<file path="src/rtl/sched_pkg.sv">
package sched_pkg;
  localparam int unsigned MS_PER_S = 1000;
  localparam int unsigned US_PER_S = 1000000;
  localparam int unsigned DISP_MAX = 10;
  localparam int unsigned MSW      = 10;

  typedef enum logic [2:0] {
    ST_IDLE,
    ST_TPMS,
    ST_FPM,
    ST_TPF,
    ST_DISP,
    ST_SEQ,
    ST_ADJ,
    ST_ARMED
  } sched_st_e;
endpackage

</file>
<file path="src/rtl/sched_div.sv">
// Restoring divider, one quotient bit per cycle; done_o pulses when results are valid.
module sched_div #(
  parameter int unsigned W = 36
) (
  input  logic         clk_i,
  input  logic         rst_ni,
  input  logic         start_i,
  input  logic [W-1:0] num_i,
  input  logic [W-1:0] den_i,
  output logic         done_o,
  output logic [W-1:0] quo_o,
  output logic [W-1:0] rem_o
);
  localparam int unsigned CNTW = $clog2(W + 1);

  logic [W-1:0]    quo_q, rem_q, den_q;
  logic [CNTW-1:0] cnt_q;
  logic            run_q, done_q;
  logic [W:0]      shifted, diff;
  logic            ge;

  always_comb begin
    shifted = {rem_q, quo_q[W-1]};
    ge      = shifted >= {1'b0, den_q};
    diff    = shifted - {1'b0, den_q};
  end

  always_ff @(posedge clk_i or negedge rst_ni) begin
    if (!rst_ni) begin
      quo_q  <= '0;
      rem_q  <= '0;
      den_q  <= '0;
      cnt_q  <= '0;
      run_q  <= 1'b0;
      done_q <= 1'b0;
    end else if (start_i) begin
      quo_q  <= num_i;
      rem_q  <= '0;
      den_q  <= den_i;
      cnt_q  <= CNTW'(W);
      run_q  <= 1'b1;
      done_q <= 1'b0;
    end else if (run_q) begin
      quo_q <= {quo_q[W-2:0], ge};
      rem_q <= ge ? diff[W-1:0] : shifted[W-1:0];
      cnt_q <= cnt_q - 1'b1;
      if (cnt_q == CNTW'(1)) begin
        run_q  <= 1'b0;
        done_q <= 1'b1;
      end
    end else begin
      done_q <= 1'b0;
    end
  end

  assign done_o = done_q;
  assign quo_o  = quo_q;
  assign rem_o  = rem_q;
endmodule

</file>
<file path="src/rtl/sched_timebase.sv">
module sched_timebase import sched_pkg::*; #(
  parameter int unsigned CW = 32
) (
  input  logic           clk_i,
  input  logic           rst_ni,
  input  logic           clr_i,
  input  logic           en_i,
  input  logic [CW-1:0]  tpms_i,
  output logic [MSW-1:0] ms_o,
  output logic [CW-1:0]  tick_o
);
  logic [MSW-1:0] ms_q;
  logic [CW-1:0]  tick_q;
  logic           last_tick, last_ms;

  assign last_tick = tick_q == (tpms_i - 1'b1);
  assign last_ms   = ms_q == MSW'(MS_PER_S - 1);

  always_ff @(posedge clk_i or negedge rst_ni) begin
    if (!rst_ni) begin
      ms_q   <= '0;
      tick_q <= '0;
    end else if (clr_i) begin
      ms_q   <= '0;
      tick_q <= '0;
    end else if (en_i) begin
      if (last_tick) begin
        tick_q <= '0;
        ms_q   <= last_ms ? '0 : ms_q + 1'b1;
      end else begin
        tick_q <= tick_q + 1'b1;
      end
    end
  end

  assign ms_o   = ms_q;
  assign tick_o = tick_q;
endmodule

</file>
<file path="src/rtl/sched_adjust.sv">
// Applies the signed dispersion with borrow/carry across millisecond slots.
module sched_adjust import sched_pkg::*; #(
  parameter int unsigned CW = 32
) (
  input  logic [MSW-1:0] seq_i,
  input  logic [CW-1:0]  off_i,
  input  logic [CW-1:0]  dtk_i,
  input  logic [CW-1:0]  tpms_i,
  input  logic           en_i,
  input  logic           neg_i,
  output logic [MSW-1:0] seq_o,
  output logic [CW-1:0]  off_o
);
  logic [CW:0]    up_sum, dn_wrap;
  logic [MSW-1:0] seq_prev, seq_next;

  always_comb begin
    seq_prev = (seq_i == '0) ? MSW'(MS_PER_S - 1) : seq_i - 1'b1;
    seq_next = (seq_i >= MSW'(MS_PER_S - 1)) ? '0 : seq_i + 1'b1;
    up_sum   = {1'b0, off_i} + {1'b0, dtk_i};
    dn_wrap  = {1'b0, off_i} + {1'b0, tpms_i} - {1'b0, dtk_i};
    seq_o    = seq_i;
    off_o    = off_i;
    if (en_i && dtk_i != '0) begin
      if (neg_i) begin
        if (off_i >= dtk_i) begin
          off_o = off_i - dtk_i;
        end else begin
          seq_o = seq_prev;
          off_o = dn_wrap[CW-1:0];
        end
      end else if (up_sum >= {1'b0, tpms_i}) begin
        seq_o = seq_next;
        off_o = CW'(up_sum - {1'b0, tpms_i});
      end else begin
        off_o = up_sum[CW-1:0];
      end
    end
  end
endmodule

</file>
<file path="src/rtl/sample_send_sched.sv">
module sample_send_sched import sched_pkg::*; #(
  parameter int unsigned CW  = 32,
  parameter int unsigned NW  = 16,
  parameter int unsigned RW  = 8,
  parameter int unsigned MGW = 4
) (
  input  logic           clk_i,
  input  logic           rst_ni,
  input  logic           cfg_load_i,
  input  logic [CW-1:0]  cfg_rate_i,
  input  logic [CW-1:0]  cfg_tps_i,
  input  logic [MGW-1:0] cfg_disp_i,
  input  logic           frame_req_i,
  input  logic [NW-1:0]  frame_idx_i,
  input  logic           disp_en_i,
  input  logic [RW-1:0]  rand_i,
  output logic           busy_o,
  output logic           cfg_ok_o,
  output logic           send_o,
  output logic [MSW-1:0] seq_o,
  output logic [CW-1:0]  off_o,
  output logic [MSW-1:0] tb_ms_o,
  output logic [CW-1:0]  tb_tick_o
);
  localparam int unsigned DW = CW + MGW;

  sched_st_e      st_q;
  logic           go_q, cfg_ok_q, tb_clr_q;
  logic [CW-1:0]  rate_q, tps_q, tpms_q, fpm_q, tpf_q, dtk_q;
  logic [MGW-1:0] mag_q;
  logic [NW-1:0]  idx_q;
  logic           en_q, neg_q;
  logic [MSW-1:0] seq_q;
  logic [CW-1:0]  off_q;

  logic [DW-1:0]  div_num, div_den, div_quo, div_rem;
  logic           div_done;
  logic [MSW-1:0] seq_raw, seq_adj, tb_ms;
  logic [CW-1:0]  off_raw, off_adj, tb_tick;
  logic           hit;
  logic           unused_rand;

  assign unused_rand = ^rand_i[RW-1:1];

  always_comb begin
    div_num = '0;
    div_den = DW'(1);
    case (st_q)
      ST_TPMS: begin div_num = DW'(tps_q);  div_den = DW'(MS_PER_S); end
      ST_FPM:  begin div_num = DW'(rate_q); div_den = DW'(MS_PER_S); end
      ST_TPF:  begin div_num = DW'(tps_q);  div_den = DW'(rate_q);   end
      ST_DISP: begin div_num = DW'(mag_q) * DW'(tps_q); div_den = DW'(US_PER_S); end
      ST_SEQ:  begin div_num = DW'(idx_q);  div_den = DW'(fpm_q);    end
      default: ;
    endcase
  end

  sched_div #(.W(DW)) u_div (
    .clk_i   (clk_i),
    .rst_ni  (rst_ni),
    .start_i (go_q),
    .num_i   (div_num),
    .den_i   (div_den),
    .done_o  (div_done),
    .quo_o   (div_quo),
    .rem_o   (div_rem)
  );

  assign seq_raw = MSW'(div_quo);
  assign off_raw = CW'(div_rem * DW'(tpf_q));

  sched_adjust #(.CW(CW)) u_adj (
    .seq_i  (seq_raw),
    .off_i  (off_raw),
    .dtk_i  (dtk_q),
    .tpms_i (tpms_q),
    .en_i   (en_q),
    .neg_i  (neg_q),
    .seq_o  (seq_adj),
    .off_o  (off_adj)
  );

  sched_timebase #(.CW(CW)) u_tb (
    .clk_i  (clk_i),
    .rst_ni (rst_ni),
    .clr_i  (tb_clr_q),
    .en_i   (cfg_ok_q),
    .tpms_i (tpms_q),
    .ms_o   (tb_ms),
    .tick_o (tb_tick)
  );

  assign hit = (st_q == ST_ARMED) && (tb_ms == seq_q) && (tb_tick == off_q);

  always_ff @(posedge clk_i or negedge rst_ni) begin
    if (!rst_ni) begin
      st_q     <= ST_IDLE;
      go_q     <= 1'b0;
      cfg_ok_q <= 1'b0;
      tb_clr_q <= 1'b0;
      rate_q   <= '0;
      tps_q    <= '0;
      mag_q    <= '0;
      tpms_q   <= '0;
      fpm_q    <= '0;
      tpf_q    <= '0;
      dtk_q    <= '0;
      idx_q    <= '0;
      en_q     <= 1'b0;
      neg_q    <= 1'b0;
      seq_q    <= '0;
      off_q    <= '0;
    end else begin
      go_q     <= 1'b0;
      tb_clr_q <= 1'b0;
      case (st_q)
        ST_IDLE: begin
          if (cfg_load_i) begin
            rate_q   <= cfg_rate_i;
            tps_q    <= cfg_tps_i;
            mag_q    <= (cfg_disp_i > MGW'(DISP_MAX)) ? MGW'(DISP_MAX) : cfg_disp_i;
            cfg_ok_q <= 1'b0;
            tb_clr_q <= 1'b1;
            go_q     <= 1'b1;
            st_q     <= ST_TPMS;
          end else if (frame_req_i && cfg_ok_q) begin
            idx_q <= frame_idx_i;
            en_q  <= disp_en_i;
            neg_q <= rand_i[0];
            go_q  <= 1'b1;
            st_q  <= ST_SEQ;
          end
        end
        ST_TPMS: if (div_done) begin
          tpms_q <= CW'(div_quo);
          go_q   <= 1'b1;
          st_q   <= ST_FPM;
        end
        ST_FPM: if (div_done) begin
          fpm_q <= CW'(div_quo);
          go_q  <= 1'b1;
          st_q  <= ST_TPF;
        end
        ST_TPF: if (div_done) begin
          tpf_q <= CW'(div_quo);
          go_q  <= 1'b1;
          st_q  <= ST_DISP;
        end
        ST_DISP: if (div_done) begin
          dtk_q    <= CW'(div_quo);
          cfg_ok_q <= 1'b1;
          st_q     <= ST_IDLE;
        end
        ST_SEQ: if (div_done) st_q <= ST_ADJ;
        ST_ADJ: begin
          seq_q <= seq_adj;
          off_q <= off_adj;
          st_q  <= ST_ARMED;
        end
        ST_ARMED: if (hit) st_q <= ST_IDLE;
        default: st_q <= ST_IDLE;
      endcase
    end
  end

  assign busy_o    = st_q != ST_IDLE;
  assign cfg_ok_o  = cfg_ok_q;
  assign send_o    = hit;
  assign seq_o     = seq_q;
  assign off_o     = off_q;
  assign tb_ms_o   = tb_ms;
  assign tb_tick_o = tb_tick;
endmodule

</file>
<file path="config.mk">
export PLATFORM = sky130hd
export DESIGN_NAME = sample_send_sched
export DESIGN_NICKNAME = d
export VERILOG_FILES = /design/src/rtl/sched_pkg.sv /design/src/rtl/sched_div.sv /design/src/rtl/sched_timebase.sv /design/src/rtl/sched_adjust.sv /design/src/rtl/sample_send_sched.sv
export SDC_FILE = /design/constraint.sdc
export NUM_CORES = 2
export LEC_CHECK = 0
export BUFFER_PORTS_ARGS = -buffer_cell sky130_fd_sc_hd__buf_4
export CAP_MARGIN = 40
export CORE_MARGIN = 2
export CORE_UTILIZATION = 45
export CTS_BUF_LIST = sky130_fd_sc_hd__clkbuf_8
export DETAILED_ROUTE_END_ITERATION = 10
export GPL_TIMING_DRIVEN = 0
export PLACE_DENSITY = 0.66
export REMOVE_ABC_BUFFERS = 1
export SETUP_SLACK_MARGIN = 0.02
export SLEW_MARGIN = 40
export SYNTH_ARGS = -nofsm -noshare
export SYNTH_HDL_FRONTEND = slang
export SYNTH_SLANG_ARGS = --single-unit
export TNS_END_PERCENT = 1
</file>
<file path="constraint.sdc">
create_clock -name clk_i -period 12 [get_ports clk_i]
set_clock_uncertainty 0.1 [all_clocks]
set_input_delay 1.2 -clock clk_i [delete_from_list [all_inputs] [get_ports clk_i]]
set_output_delay 1.2 -clock clk_i [all_outputs]
set_load 0.01 [all_outputs]
</file>
==> impl_metrics.tcl <==
set metrics [dict create \
    grt_pass1_wl_um 243000 \
    std_cell_rows 121 \
    avgSynthCellArea_um2 8.90 \
    die-area_um2 112000 \
    final_util_pct 50.5 \
    end_kind "flip-flop" \
    synthArstFlopShare_pct 100 \
    yosysSeqAreaShare_pct 21.2 \
    via_per_inst 5.89 \
    synth_edf_count 0 \
    nets 6513 \
    fmax_mhz 85.0 \
    hold_violations 0 \
    cts_hold_buf 0 \
    drt_iter0_markers 4037 \
    setup_violations 0 \
    ir_worst_vdd_mv 0.101 \
    core_um2 109000 \
    required_ns 12.44 \
    maxCapViolCount 0 \
    slowest_delay_ns 0.58 \
    dr.pass1.iters 8 \
    critPathMaxFanout 12 \
    cts.clk_slew.worst_paths_ns 0.06 \
    cts.path.max_buffers 3 \
    status "complete, no violations" \
    ys_seq_elements 416 \
    final_cell_area_um2 54800 \
    syn-cell-area_um2 49200 \
    yosysWarnings 0 \
    hold_ws_ns 0.324 \
    slew_viol_final 0 \
    powerDensity_nw_per_um2 51.4 \
    overflow 0 \
    wire_per_inst_um 22.6 \
    drt.antenna.violating_nets 0 \
    htree_levels 3 \
    track_usage_pct 28.0 \
    worstSkewPairLatency_ns 0.70 \
    vias 41500 \
    dp_hpwl_um 119000 \
    numPortBuffers 176 \
    drive_gt1_share_pct 13.8 \
    finalCritPeriodShare_pct 98.1 \
    slew_headroom_pct 35.2 \
    numCtsBuffers 71 \
    worst_path_max_delay_cell "dfrtp_4" \
    rsz0062_at_grt "yes" \
    routed_wl_um 159000 \
    path_common_cell "fa_1" \
    grt_start_max_net_pins 74 \
    route.detailed.drc 0 \
    ios 184 \
    crit_family "adder cells" \
    syn_inst 5522 \
    grt_antenna_before_repair 5 \
    worstPathBufferInverterCount 5 \
    finalSetupTns_ns 0 \
    start_util_pct 45.3 \
    cp.arrival_ns 12.20 \
    startpoint_type "flip-flop" \
    grt_pass1_vias 41100 \
    fillCellCount 9964 \
    cts_tree "built" \
    place_congestion 0.996 \
    die_h_um 335 \
    area_growth_syn_to_layout_pct 11.5 \
    fp.dieW_um 335 \
    leakage_nw 26.8 \
    worst_pin_slew_ns 0.961 \
    cts-root-buf "clkbuf_8" \
    worstHoldPathType "input port to asynchronous set/reset pin" \
    cts_sinks 416 \
    dpl_cell_area_um2 52000 \
    worst-setup-path-type "flip-flop to flip-flop" \
    ys_types 82 \
    synth-main-ff-cell "dfrtp_1" \
    power_mw 2.82 \
    layout_min_cycle_time_ns 11.77 \
]
-- cells by family after synthesis --
| family | synth area share [%] |
|---|---|
| xor+xnor | 6.40 |
| simple gates | 16.5 |
| compound gates | 14.2 |
| mux | 5.40 |
| fa+ha+maj | 29.0 |
| buf+inv | 7.29 |
| flops | 21.2 |
-- layout make-up --
class	instances	area, µm²	area share (%)
sequential	416	10500	19.2
clock buffer	90	1240	2.26
clock inverter	39	231	0.422
tap	1414	1770	3.23
timing repair buffer	278	2640	4.81
inverter	651	2440	4.46
antenna	2	5.00	0.00913
multi-input combinational	4159	35900	65.6
-- power breakdown --
part           internal [mW]  switching, mW  leakage, nW
clock                  0.704          0.651        0.829
combinational         0.0241         0.0336         20.3
sequential              1.40              0         5.66
-- registers in the layout, indices dropped and copies added (netlist names), 4 cells and up --
name	cells
dtk_q	32
fpm_q	32
idx_q	16
mag_q	4
off_o	32
rate_q	32
seq_o	10
tpf_q	32
tpms_q	32
tps_q	32
u_div.cnt_q	6
u_div.den_q	32
u_div.quo_o	36
u_div.rem_o	36
u_tb.ms_o	10
u_tb.tick_o	32
-- path summary, 6_finish.rpt --
kind / start / end / slack (ns) / depth (start not counted)
setup / recovery: tpf_q[6] / seq_o[4] / 0.23 / 41
hold / removal: rst_ni / u_div.rem_o[35] / 0.32 / 1
setup reg to reg: tpf_q[6] / seq_o[4] / 0.23 / 41
hold reg to reg: fpm_q[2] / fpm_q[2] / 0.38 / 2
max in group asynchronous: rst_ni / off_o[2] / 10.14 / 4
min in group clk_i: fpm_q[2] / fpm_q[2] / 0.38 / 2
-- timing repair --
item / CTS / global route
setup buffers: 30 / 33
resized for setup: 75 / 76
pin swaps: 17 / 39
endpoints found under the setup margin: 42 / 39
gates cloned: 0 / 1
-- placed cells by master, fill, tap and decap left out, types with 22 or more instances in the layout --
cell	count
o21a_1	35
a222oi_1	25
o21bai_1	26
nand4_1	46
nor4_1	34
a31oi_1	47
nand2_1	562
nor3_1	86
a21oi_1	275
and3_1	22
inv_1	668
dfrtp_4	28
nand2b_1	48
mux2_2	203
mux2i_1	37
o22ai_1	25
nor2_1	310
dfrtp_1	376
ha_1	321
buf_4	228
and2_1	326
clkbuf_8	90
fa_1	503
a21o_1	78
a211oi_1	71
o31ai_1	24
a22oi_1	33
nand3_1	64
o211ai_1	51
o21ai_0	191
nor2b_1	37
xnor2_1	228
xor2_1	108
-- per-stage QoR --
stage               worst slack [ns]  cells
global placement               -5.50   6815
detailed placement             -1.66   6854
global route                 -0.0243   7049
CTS                           0.0221   7013
floorplan                     -0.972   5225
finish                         0.234   7049
-- cell usage after synthesis, types with 11 or more instances --
master	instances	area (µm²)
a21oi_1	286	1430
xnor2_1	242	2120
a221o_1	12	120
nor3_1	88	440
mux2i_1	37	370
o21a_1	36	270
a22oi_1	33	248
nor4_1	36	225
and3_1	23	144
o22ai_1	25	156
nand2_1	567	2130
o31ai_1	26	195
buf_1	12	45.0
inv_1	651	2440
and2_1	333	2080
o211ai_1	51	383
fa_1	503	10100
nor2b_1	40	250
o21ai_0	198	991
nand3_1	66	330
a311oi_1	13	114
or4_1	11	82.6
a21o_1	78	586
clkbuf_1	280	1050
or3_1	21	131
o21bai_1	26	195
nand4_1	46	288
nand2b_1	48	300
and4_1	11	96.3
mux2_2	203	2290
ha_1	336	4200
xor2_1	117	1020
a211oi_1	76	571
a222oi_1	25	250
a31oi_1	47	294
nor2_1	322	1210
dfrtp_1	416	10400
a221oi_1	19	166
-- routing by layer --
metal	vias to the layer above	track usage [%]	part of all wire, %
li1	18600	-	-
met1	20700	38.4	41
met2	1796	44.6	45
met3	386	4.44	9.3
met4	4	10.9	4.7
met5	-	0	0.026
No activity file was read; power rests on OpenSTA's default activity.
